===== src/rtl/psr_pkg.sv =====
package psr_pkg;

  typedef enum logic [2:0] {
    OP_HOLD,
    OP_SHIFT,
    OP_LOAD,
    OP_CLEAR,
    OP_CONFLICT
  } sr_op_e;

  // Priority: conflict > clear > load > shift > hold
  function automatic sr_op_e pick_op(input logic load_n, input logic clr_n,
                                     input logic shift_en);
    sr_op_e op;
    if (!load_n && !clr_n)      op = OP_CONFLICT;
    else if (!clr_n)            op = OP_CLEAR;
    else if (!load_n)           op = OP_LOAD;
    else if (shift_en)          op = OP_SHIFT;
    else                        op = OP_HOLD;
    return op;
  endfunction

endpackage


===== src/rtl/psr_edge_sync.sv =====
module psr_edge_sync #(
  parameter int STAGES = 2
) (
  input  logic clk,
  input  logic rst_n,
  input  logic async_in,
  output logic rise
);
  localparam int LAST = STAGES;

  // chain_q[0..STAGES-1] synchronize, chain_q[STAGES] holds prior value
  logic [LAST:0] chain_q;

  always_ff @(posedge clk or negedge rst_n) begin
    if (!rst_n) chain_q <= '0;
    else        chain_q <= {chain_q[LAST-1:0], async_in};
  end

  assign rise = chain_q[LAST-1] & ~chain_q[LAST];
endmodule


===== src/rtl/psr_latch_bank.sv =====
module psr_latch_bank #(
  parameter int WIDTH = 8
) (
  input  logic             clk,
  input  logic             rst_n,
  input  logic             open_n,
  input  logic [WIDTH-1:0] d,
  output logic [WIDTH-1:0] q
);
  logic [WIDTH-1:0] held_q;

  for (genvar i = 0; i < WIDTH; i++) begin : g_cell
    always_ff @(posedge clk or negedge rst_n) begin
      if (!rst_n)       held_q[i] <= 1'b0;
      else if (!open_n) held_q[i] <= d[i];
    end
    // transparent path while open, stored value otherwise
    assign q[i] = open_n ? held_q[i] : d[i];
  end
endmodule


===== src/rtl/psr_shifter.sv =====
module psr_shifter #(
  parameter int WIDTH = 8
) (
  input  logic             clk,
  input  logic             rst_n,
  input  logic             load_n,
  input  logic             clr_n,
  input  logic             shift_en,
  input  logic             ser_in,
  input  logic [WIDTH-1:0] par_in,
  output logic [WIDTH-1:0] stages_q,
  output logic             conflict_q
);
  import psr_pkg::*;

  sr_op_e op;
  always_comb op = pick_op(load_n, clr_n, shift_en);

  always_ff @(posedge clk or negedge rst_n) begin
    if (!rst_n) begin
      stages_q   <= '0;
      conflict_q <= 1'b0;
    end else begin
      conflict_q <= (op == OP_CONFLICT);
      case (op)
        OP_LOAD:               stages_q <= par_in;
        OP_CLEAR, OP_CONFLICT: stages_q <= '0;
        OP_SHIFT:              stages_q <= {stages_q[WIDTH-2:0], ser_in};
        default:               stages_q <= stages_q;
      endcase
    end
  end
endmodule


===== src/rtl/latched_piso.sv =====
module latched_piso #(
  parameter int WIDTH       = 8,
  parameter int SYNC_STAGES = 2
) (
  input  logic             clk,
  input  logic             rst_n,
  input  logic [WIDTH-1:0] par_d,
  input  logic             lat_open_n,
  input  logic             load_n,
  input  logic             clr_n,
  input  logic             ser_in,
  input  logic             shift_clk,
  output logic             ser_out,
  output logic             ctrl_conflict
);
  localparam int MSB = WIDTH - 1;

  logic             shift_en;
  logic [WIDTH-1:0] latch_q;
  logic [WIDTH-1:0] shreg_q;

  psr_edge_sync #(.STAGES(SYNC_STAGES)) u_sync (
    .clk(clk), .rst_n(rst_n), .async_in(shift_clk), .rise(shift_en)
  );

  psr_latch_bank #(.WIDTH(WIDTH)) u_latch (
    .clk(clk), .rst_n(rst_n), .open_n(lat_open_n), .d(par_d), .q(latch_q)
  );

  psr_shifter #(.WIDTH(WIDTH)) u_shift (
    .clk(clk), .rst_n(rst_n), .load_n(load_n), .clr_n(clr_n),
    .shift_en(shift_en), .ser_in(ser_in), .par_in(latch_q),
    .stages_q(shreg_q), .conflict_q(ctrl_conflict)
  );

  assign ser_out = shreg_q[MSB];
endmodule


===== config.mk =====
export PLATFORM = sky130hd
export DESIGN_NAME = latched_piso
export DESIGN_NICKNAME = d
export VERILOG_FILES = /design/src/rtl/psr_pkg.sv /design/src/rtl/psr_edge_sync.sv /design/src/rtl/psr_latch_bank.sv /design/src/rtl/psr_shifter.sv /design/src/rtl/latched_piso.sv
export SDC_FILE = /design/constraint.sdc
export NUM_CORES = 1
export LEC_CHECK = 0
export BUFFER_PORTS_ARGS = -buffer_cell sky130_fd_sc_hd__buf_4
export CAP_MARGIN = 20
export CORE_AREA = 2 2 46 48
export DETAILED_ROUTE_END_ITERATION = 12
export DIE_AREA = 0 0 48 50
export PLACE_DENSITY = 0.8
export SLEW_MARGIN = 0
export SYNTH_ARGS = -nofsm -noshare
export SYNTH_HDL_FRONTEND = slang
export SYNTH_SLANG_ARGS = --single-unit

===== constraint.sdc =====
create_clock -name clk -period 2.01 [get_ports clk]
set_clock_uncertainty 0.2 [all_clocks]
set_input_delay 0.3015 -clock clk [delete_from_list [all_inputs] [get_ports clk]]
set_output_delay 0.3015 -clock clk [all_outputs]
set_load 0.01 [all_outputs]

-- Word-level counts from Yosys, hierarchy flattened
Cells that the tools add are included.
- output and inout bits: 2
- word-level logic and storage cells: 35
- flip-flop bits (word level): 20
- bitwise logic cells: 2
- equal/unequal tests: 4
- reduce and logical (&&, ||, !) cells: 5
- multiplexer cells: 13
- operators with widths (operator ; count):
    one-hot mux 8 bit (3 select lines) ; 1
    2-to-1 mux 1 bit ; 9
    2-to-1 mux 3 bit ; 3
    equality test 3 x 2 -> 1 bit (second input constant) ; 2
    equality test 3 x 1 -> 1 bit (second input constant) ; 1
    equality test 3 bit (second input constant) ; 1
    nonzero test 3 bit ; 1
    logical NOT 1 bit ; 2
    OR reduction 2 bit ; 1
    AND 1 bit ; 1
    logical AND 1 bit ; 1
    NOT 1 bit ; 1

-- Depth between registers and ports, before layout
Gate-level depths: netlist (run 1).
- depth in word-level cells: 9
- depth in mapped cells: 7

-- Cells and area by module
A second synthesis (run 1) with hierarchy kept.
- cells, all modules: 75
- area total of the unflattened synthesis: 927.1 µm²
- modules (own cells, without submodules) (module ; cells an instance ; times used ; area an instance (µm²)):
    psr_shifter ; 54 ; 1 ; 506.7
    psr_latch_bank ; 17 ; 1 ; 331.6
    psr_edge_sync ; 4 ; 1 ; 88.8

-- Least setup slack after synthesis (run 1)
No wires, ideal clock.
- path type: input to register
- from: input port clr_n
- to: register u_shift.stages_q[0]
- stages on the path: 5
- setup slack: 0.422 ns
- library setup time: 0.125 ns
- arrival: 1.264 ns
- cell sequence: inv_1 -> ha_1 -> nor2_1 -> o211ai_4 -> mux2_2
- word-level cells in the longest chain between the ends: 6
- RTL lines (element ; line ; text):
    from (decl) ; latched_piso.sv:10 ; input logic clr_n,
    logical NOT 1 bit ; psr_pkg.sv:15 ; if (!load_n && !clr_n) op = OP_CONFLICT;
    logical AND 1 bit ; psr_pkg.sv:15 ;
    2-to-1 mux 3 bit (*) ; psr_pkg.sv:15 ;
    equality test 3 x 2 -> 1 bit / equality test 3 bit (equally long branches) ; psr_shifter.sv:25 ; case (op)
    OR reduction 2 bit ; psr_shifter.sv:25 ;
    one-hot mux 8 bit (3 select lines) / nonzero test 3 bit (equally long branches) ; -- ;
    to (signal assigned) ; psr_shifter.sv:26 ; OP_LOAD: stages_q <= par_in;
    to (signal assigned) ; psr_shifter.sv:28 ; OP_SHIFT: stages_q <= {stages_q[WIDTH-2:0], ser_in};
    to (signal assigned) ; psr_shifter.sv:29 ; default: stages_q <= stages_q;
    to (decl) ; psr_shifter.sv:11 ; output logic [WIDTH-1:0] stages_q,
Every way passes the cells marked *; elsewhere a longest branch is shown, timed or not.
A chain may end at the register's enable or synchronous reset.

-- Final worst setup path (run 1)
- from: register u_sync.chain_q[1]
- to: register u_shift.stages_q[6]
- word-level cells in the longest chain between the ends: 8
- RTL lines (element ; line ; text):
    from (decl) ; psr_edge_sync.sv:12 ; logic [LAST:0] chain_q;
    from (signal assigned) ; psr_edge_sync.sv:16 ; else chain_q <= {chain_q[LAST-1:0], async_in};
    AND 1 bit (*) ; psr_edge_sync.sv:19 ; assign rise = chain_q[LAST-1] & ~chain_q[LAST];
    2-to-1 mux 1 bit (*) ; psr_pkg.sv:18 ; else if (shift_en) op = OP_SHIFT;
    2-to-1 mux 3 bit (*) ; psr_pkg.sv:17 ; else if (!load_n) op = OP_LOAD;
    2-to-1 mux 3 bit (*) ; psr_pkg.sv:16 ; else if (!clr_n) op = OP_CLEAR;
    2-to-1 mux 3 bit (*) ; psr_pkg.sv:15 ;
    equality test 3 x 2 -> 1 bit / equality test 3 bit (equally long branches) ; psr_shifter.sv:25 ;
    OR reduction 2 bit ; psr_shifter.sv:25 ;
    one-hot mux 8 bit (3 select lines) / nonzero test 3 bit (equally long branches) ; -- ;
Marked as above.

==> impl_results.rst, run 1 <==
.. list-table::
   :header-rows: 1

   * - Metric
     - Value
   * - Clock buffer count from CTS
     - 3
   * - CTS tree
     - done
   * - Total setup violations reported at the end of the flow
     - 0
   * - IO Pins
     - 17
   * - P_int
     - 0.5802 mW
   * - Sink count of the clock tree
     - 20
   * - Synth Register Bits
     - 20
   * - WP data arrival
     - 1510 ps
   * - Met3 track demand over resource
     - around 2.6%
   * - Required arrival time at the worst endpoint
     - about 2000 ps
   * - Max stage delay cell, worst path
     - sky130_fd_sc_hd__dfrtp_1
   * - Number of antenna violations at the first check in global routing
     - 0
   * - Relative contribution of combinational cells to total power
     - about 17%
   * - Detailed Route WL
     - between 1000 and 1500 um
   * - Mux cell area share after synthesis
     - a little under a fifth
   * - Biggest area consumer among synthesized cells
     - sky130_fd_sc_hd__dfrtp_1
   * - Overall power consumption
     - between 0.7 and 0.8 mW
   * - Area of the die
     - 0.002400 mm^2
   * - GR peak layer
     - met2
   * - Delay of the slowest critical-path stage
     - around 400 ps
   * - # Post-CTS Setup Buffers
     - 0
   * - Number of failing hold endpoints at the final stage
     - 0
   * - Nets
     - 113
   * - Crit share post-route
     - between 70% and 80%
   * - Vias in the first global route
     - slightly below 600
   * - Met2 Use GR
     - about a quarter
   * - Highest attainable clock frequency
     - between 600 and 700 MHz
   * - Top post-synthesis cells by area
     - sky130_fd_sc_hd__dfrtp_1 (54%), sky130_fd_sc_hd__mux2_2 (9.8%), sky130_fd_sc_hd__mux2i_1 (8.7%)
   * - Core ar.
     - 0.001902 mm^2
   * - Share of total power in sequential cells
     - between 50 and 60%
   * - Count of cells along the worst hold path
     - 3
   * - Post-synthesis to final-layout area growth
     - 18.34%
   * - Max-slew violations
     - 0
   * - Crit path max-delay family
     - flip-flops
   * - Clock network power share
     - between 20% and 30%
   * - Syn avg cell area
     - 12.44 um^2
   * - Clock insertion delay at the later pin of the skew report
     - between 200 and 300 ps
   * - Result of the run
     - finished clean
   * - Unique cell type count in the Yosys netlist
     - 13
   * - Yosys top cell area share
     - between 50% and 60%
   * - Drt wl/cell
     - about 12 um
   * - Share of final-layout standard cells stronger than drive strength 1
     - around a third
   * - Detailed placer's ending HPWL
     - ~1000 um
   * - Number of inserted filler cells in the final layout
     - ~160
   * - Tightest Hold Check Type
     - in2reg
   * - Global routing met1 resource utilization
     - between 10% and 20%
   * - Pin count of the biggest net entering global routing
     - 21
   * - Sequential element share of the synthesized area
     - about 54%
   * - Logic depth of the worst register-to-register path
     - 3
   * - Initial DRC count
     - 5
   * - Gp weighted congestion
     - around 0.7
   * - Number of warnings issued by yosys
     - 0
   * - P per Cell Area
     - 709.9 mW/mm^2
   * - Combinational family with the most area after synthesis
     - multiplexers
   * - Leakage
     - 0.5577 nW
   * - Worst setup margin
     - 484.4 ps
   * - Post-synthesis instance total
     - 74
   * - # Max-Cap Violations
     - 0
   * - Post-Synth Adder-Cell Area
     - under 10%
   * - Total DRC errors in the routed layout
     - 0
   * - Diode count
     - 0
   * - Die height
     - 50 um
   * - Setup TNS
     - 0 ps
   * - Worst path buffer plus inverter count
     - 0
   * - Antenna-violating nets left
     - 0
   * - Clock Root Buffer
     - sky130_fd_sc_hd__clkbuf_4
   * - Switching portion of total power
     - 25.01%
   * - Category of the critical setup timing path
     - reg2reg
   * - Startpoint types
     - flop
   * - Peak VDD IR
     - around 0.43 mV
   * - H-tree levels
     - 1
   * - Worst setup EP type
     - flop
   * - Total overflow reported by the global router
     - 0
   * - Unrepaired setup endpoints after global routing
     - no
   * - Slew margin rel.
     - approximately four fifths
   * - Overall via count from detail_route
     - 570
   * - Initial Util
     - between 40% and 50%
   * - Worst slack after detailed placement
     - 185.0 ps
   * - Switching power total
     - approximately 0.19 mW
   * - Count of input and output buffers
     - 16
   * - Post-synthesis xor/xnor area fraction
     - 0%
   * - Worst-Margin Slew
     - 322.7 ps
   * - Wire length of the first global-routing pass
     - 2415 um
   * - Maximum fanout encountered on the critical timing path
     - 8
   * - Mapped Nets
     - between 90 and 100
   * - Clock Pin Slew Worst Setup and Hold Paths
     - 100 ps
   * - Area fraction in compound gates after synthesis
     - under 10%
   * - Simple-gate area share of the yosys netlist
     - under 10%
   * - Number of buffers on the longest clock path
     - 2
   * - Global routing usage summed across all routing layers
     - approximately 14%
   * - Number of placement rows
     - 16
   * - Via density
     - roughly 4.8
   * - Worst path cell trace
     - nor2b_1 -> o211ai_4 -> mux2_2
   * - Pre-Repair DR Iteration Count
     - 2
   * - Area of the mapped netlist
     - ~920 um^2
   * - Fin crit period
     - 1526 ps
   * - Number of stages on the worst setup path
     - 3
   * - Chip Width
     - 48 um
## registers in the layout, indices dropped and copies added, names as in the netlist
signal / flops
u_latch.held_q: 8
u_shift.conflict_q: 1
u_shift.stages_q: 8
u_sync.chain_q: 3
## synthesized netlist by cell type
cell type                   n
sky130_fd_sc_hd__o211ai_4   1
sky130_fd_sc_hd__mux2_2     8
sky130_fd_sc_hd__clkbuf_4   1
sky130_fd_sc_hd__mux2i_1    8
sky130_fd_sc_hd__a211oi_1   8
sky130_fd_sc_hd__dfrtp_1   20
sky130_fd_sc_hd__or2_1      1
sky130_fd_sc_hd__nor2b_1    1
sky130_fd_sc_hd__buf_6      2
sky130_fd_sc_hd__buf_2      1
sky130_fd_sc_hd__nor2_1     9
sky130_fd_sc_hd__inv_1     10
sky130_fd_sc_hd__ha_1       4
## what timing repair did
item | CTS | global route
hold endpoints to repair | 21 | 0
hold buffers | 2 | 0
endpoints found under the setup margin | 0 | 0
resized for setup | 0 | 0
## tightest hold or removal path: cells and delay by family
| family | cells | cell delay [ps] |
|---|---|---|
| mux | 1 | 70 |
| buf+inv | 2 | 130 |
## per-stage QoR
step / cells / util [%] / instance area (um^2) / hold WS [ps]
6_report: 119 / 57.30 / 1090 / 30.46
4_1_cts: 119 / 57.30 / 1090 / 17.75
3_3_place_gp: 114 / 55.07 / 1047 / -10.23
5_1_grt: 119 / 57.30 / 1090 / 10.03
2_1_floorplan: 74 / - / 920.9 / -194.1
3_5_place_dp: 114 / 55.07 / 1047 / -6.441
## power by group through the flow
stage	sequential (mW)	clock, mW	combinational (mW)
detailed placement	0.465	0	0.132
finish	0.456	0.185	0.132
floorplan	0.463	0	0.0860
global route	0.461	0.219	0.149
global placement	0.463	0	0.126
CTS	0.457	0.196	0.135
## final timing paths
kind / start / to / slack (ps)
worst max-delay path: u_sync.chain_q[1]$_DFF_PN0_ / u_shift.stages_q[6]$_DFFE_PN0P_ / 480
worst min-delay path: par_d[2] / u_latch.held_q[2]$_DFF_PN0_ / 30
worst max register to register: u_sync.chain_q[1]$_DFF_PN0_ / u_shift.stages_q[6]$_DFFE_PN0P_ / 480
worst min register to register: u_sync.chain_q[0]$_DFF_PN0_ / u_sync.chain_q[1]$_DFF_PN0_ / 160
max in group asynchronous: rst_n / u_sync.chain_q[2]$_DFF_PN0_ / 1180
min in group asynchronous: rst_n / u_shift.stages_q[5]$_DFFE_PN0P_ / 230
## logic make-up (layout without fill, tap and decap cells)
family,count (synthesis),in the layout
buffers and inverters,14,32
adder cells (fa/ha/maj),4,4
multiplexers,16,16
AND/OR/NAND/NOR,11,11
AO/OA/AOI/OAI,9,9
flip-flops,20,20
## layout make-up
cell class | count | area (um^2) | share of cell area [%]
clock buffer | 3 | 22.52 | 2.067
inverter | 10 | 37.54 | 3.444
multi-input combinational | 40 | 347.8 | 31.92
sequential | 20 | 500.5 | 45.92
tap | 27 | 33.78 | 3.100
timing repair buffer | 19 | 147.6 | 13.55
## cells in the final DEF, fill, tap and decap left out
cell / n
sky130_fd_sc_hd__mux2_2: 8
sky130_fd_sc_hd__inv_1: 10
sky130_fd_sc_hd__ha_1: 4
sky130_fd_sc_hd__dlygate4sd3_1: 2
sky130_fd_sc_hd__o211ai_4: 1
sky130_fd_sc_hd__buf_4: 17
sky130_fd_sc_hd__nor2_1: 9
sky130_fd_sc_hd__nor2b_1: 1
sky130_fd_sc_hd__or2_1: 1
sky130_fd_sc_hd__a211oi_1: 8
sky130_fd_sc_hd__clkbuf_4: 3
sky130_fd_sc_hd__mux2i_1: 8
sky130_fd_sc_hd__dfrtp_1: 20
## per-layer routing
metal  wire (um)  vias up  share of wire (%)
met1         610      274                 43
met4           0        0                  0
met2         741       11                 53
met3          51        0                3.6
li1            -      285                  -
met5           0        -                  0
Power figures use the tool's default switching activity.
==> run 2, diff against run 1 <==
Settings changed: CORE_AREA 2 2 46 48 to 2 2 48 50, DIE_AREA 0 0 48 50 to 0 0 50 52, PLACE_DENSITY 0.8 to 0.78.
Clock period 2.01 ns to 1.3 ns, I/O delays scaled along.
==> impl_results.rst, run 2 (synthesis results as in run 1) <==
.. list-table::
   :header-rows: 1

   * - Metric
     - Value
   * - Drt wl/cell
     - 11.94 um (was 11.79 um)
   * - Launch point of the worst hold path
     - par_d[7] (was par_d[2])
   * - Max-slew violations
     - 0 (unchanged)
   * - Slew margin rel.
     - 80.50% (was 78.39%)
   * - Finished Cell Area
     - 0.001241 mm^2 (was 0.001090 mm^2)
   * - Clock Root Buffer
     - sky130_fd_sc_hd__clkbuf_4 (unchanged)
   * - Number of antenna violations at the first check in global routing
     - 0 (unchanged)
   * - Startpoint of the lowest-slack register-to-register path
     - u_sync.chain_q[1]$_DFF_PN0_ (unchanged)
   * - Failing checks
     - negative hold slack, negative setup slack
   * - Total DRC errors in the routed layout
     - 0 (unchanged)
   * - Peak VDD IR
     - 0.8290 mV (was 0.4299 mV)
   * - Number of buffers on the longest clock path
     - 2 (unchanged)
   * - Vias in the first global route
     - 631 (was 591)
   * - Count of input and output buffers
     - 16 (unchanged)
   * - Maximum fanout encountered on the critical timing path
     - 8 (unchanged)
   * - Clock Pin Slew Worst Setup and Hold Paths
     - 120 ps (was 100 ps)
   * - Clock buffer count from CTS
     - 3 (unchanged)
   * - Registers with the most flip-flops
     - u_latch.held_q (8), u_shift.stages_q (8), u_sync.chain_q (3) (unchanged)
   * - Result of the run
     - finished with violations (was finished clean)
   * - Clock insertion delay at the later pin of the skew report
     - 310 ps (was 290 ps)
   * - Commonest non-fill, non-tap cells in the layout
     - sky130_fd_sc_hd__buf_4 (21), sky130_fd_sc_hd__dfrtp_1 (20), sky130_fd_sc_hd__inv_1 (10) (was sky130_fd_sc_hd__dfrtp_1 (20), sky130_fd_sc_hd__buf_4 (17), sky130_fd_sc_hd__inv_1 (10), sky130_fd_sc_hd__nor2_1 (9))
   * - Gp weighted congestion
     - 0.7516 (was 0.6905)
   * - Placed inst area
     - 0.001101 mm^2 (was 0.001047 mm^2)
   * - P per Cell Area
     - 1195 mW/mm^2 (was 709.9 mW/mm^2)
   * - Crit share post-route
     - 115.3% (was 75.90%)
   * - Leading cell type in the layout, fill and taps excluded
     - sky130_fd_sc_hd__buf_4 (was sky130_fd_sc_hd__dfrtp_1)
   * - Area of the die
     - 0.002600 mm^2 (was 0.002400 mm^2)
   * - Via density
     - 4.727 (was 4.790)
   * - Overall via count from detail_route
     - 605 (was 570)
   * - Pin count of the biggest net entering global routing
     - 21 (unchanged)
   * - Detailed placer's ending HPWL
     - 1039 um (was 1026 um)
   * - P_int
     - 1.149 mW (was 0.5802 mW)
   * - Number of failing hold endpoints at the final stage
     - 5 (was 0)
   * - CTS tree
     - done (unchanged)
   * - H-tree levels
     - 1 (unchanged)
   * - Initial Util
     - 43.73% (was 48.42%)
   * - Overall power consumption
     - 1.484 mW (was 0.7737 mW)
   * - Reg-to-reg setup timing slack
     - -200 ps (was 480 ps)
   * - Clock network power share
     - 34.4% (was 23.9%)
   * - Switching power total
     - 0.3344 mW (was 0.1935 mW)
   * - Relative contribution of combinational cells to total power
     - 17.8% (was 17.1%)
   * - Total setup violations reported at the end of the flow
     - 8 (was 0)
   * - Switching portion of total power
     - 22.54% (was 25.01%)
   * - Tightest Hold Check Type
     - in2reg (unchanged)
   * - Cts-stage hold buffer count
     - 3 (was 2)
   * - Wire length of the first global-routing pass
     - 2732 um (was 2415 um)
   * - Post-synthesis to final-layout area growth
     - 34.78% (was 18.34%)
   * - Pre-Repair DR Iteration Count
     - 4 (was 2)
   * - IO Pins
     - 17 (unchanged)
   * - Worst-Margin Slew
     - 292.5 ps (was 322.7 ps)
   * - Worst setup EP type
     - flop (unchanged)
   * - Category of the critical setup timing path
     - reg2reg (unchanged)
   * - Antenna-violating nets left
     - 0 (unchanged)
   * - Sink count of the clock tree
     - 20 (unchanged)
   * - Worst Setup SP
     - u_sync.chain_q[1]$_DFF_PN0_ (unchanged)
   * - Unrepaired setup endpoints after global routing
     - yes (was no)
   * - Highest attainable clock frequency
     - 667.2 MHz (was 655.5 MHz)
   * - Worst hold margin
     - -89.96 ps (was 30.46 ps)
   * - Core ar.
     - 0.002106 mm^2 (was 0.001902 mm^2)
   * - Worst slack after detailed placement
     - -290.1 ps (was 185.0 ps)
   * - Worst setup margin
     - -198.8 ps (was 484.4 ps)
   * - Required arrival time at the worst endpoint
     - 1290 ps (was 2000 ps)
   * - Leakage
     - 0.6515 nW (was 0.5577 nW)
   * - Startpoint types
     - flop (unchanged)
   * - Number of placement rows
     - 17 (was 16)
   * - Chip Width
     - 50 um (was 48 um)
   * - Total overflow reported by the global router
     - 0 (unchanged)
   * - Fin crit period
     - 1499 ps (was 1526 ps)
   * - Initial DRC count
     - 7 (was 5)
   * - # Max-Cap Violations
     - 0 (unchanged)
   * - Global routing usage summed across all routing layers
     - 14.28% (was 14.17%)
   * - Diode count
     - 0 (unchanged)
   * - Detailed Route WL
     - 1528 um (was 1403 um)
   * - WP data arrival
     - 1490 ps (was 1510 ps)
   * - Share of total power in sequential cells
     - 47.9% (was 59.0%)
   * - Share of final-layout standard cells stronger than drive strength 1
     - 38.00% (was 31.52%)
   * - Die height
     - 52 um (was 50 um)
   * - Core occupancy in the finished layout
     - 58.94% (was 57.30%)
   * - Nets
     - 120 (was 113)
==> run 2: metal layers <==
layer  GRT usage, %  part of all wire, %  vias to the layer above
met4          4.167                  1.1                        0
met3          3.448                  3.5                        2
li1               -                    -                      298
met2          24.34                   49                       14
met5              0                    0                        -
met1          17.90                   46                      291
==> run 2: path summary, 6_finish.rpt <==
path                                                    to  depth (start not counted)
setup reg to reg           u_shift.stages_q[4]$_DFFE_PN0P_                          4
min in group asynchronous  u_shift.stages_q[3]$_DFFE_PN0P_                          2
max in group asynchronous  u_shift.stages_q[4]$_DFFE_PN0P_                          2
hold reg to reg                u_sync.chain_q[1]$_DFF_PN0_                          0
setup / recovery           u_shift.stages_q[4]$_DFFE_PN0P_                          4
hold / removal                 u_latch.held_q[7]$_DFF_PN0_                          3
==> run 2: repair_timing <==
action,4_1_cts,5_1_grt
gates cloned,0,0
resized for setup,10,0
hold endpoints to repair,27,5
setup buffers,1,0
setup endpoints to repair,8,8
pin swaps,1,1
==> run 2: critical path: stages (launching register included) <==
cell and delay (ps):
sky130_fd_sc_hd__dfrtp_1 410, sky130_fd_sc_hd__nor2b_4 140, sky130_fd_sc_hd__o211ai_4 170, sky130_fd_sc_hd__buf_12 160, sky130_fd_sc_hd__mux2_4 300
==> run 2: power groups by stage <==
| stage | Sequential [mW] | Clock (mW) | Combinational [mW] |
|---|---|---|---|
| 3_5_place_dp | 0.720 | 0 | 0.227 |
| 2_1_floorplan | 0.715 | 0 | 0.135 |
| 3_3_place_gp | 0.716 | 0 | 0.221 |
| 5_1_grt | 0.718 | 0.538 | 0.293 |
| 6_report | 0.710 | 0.510 | 0.263 |
| 4_1_cts | 0.710 | 0.519 | 0.267 |
==> run 2: final cells by class <==
| cell class | count | area [um^2] |
|---|---|---|
| multi-input cells | 40 | 387.9 |
| repair buffers | 26 | 227.7 |
| inverters | 10 | 37.54 |
| clock inverters | 1 | 30.03 |
| well taps | 28 | 35.03 |
| clock buffers | 3 | 22.52 |
| fillers | 175 | 864.6 |
| flip-flops and latches | 20 | 500.5 |
==> run 2: per-stage QoR <==
| step | TNS, ps | cells |
|---|---|---|
| finish | -1426 | 128 |
| global route | -1660 | 128 |
| CTS | -1472 | 128 |
| detailed placement | -2265 | 120 |
| global placement | -2013 | 120 |
| floorplan | -1087 | 74 |
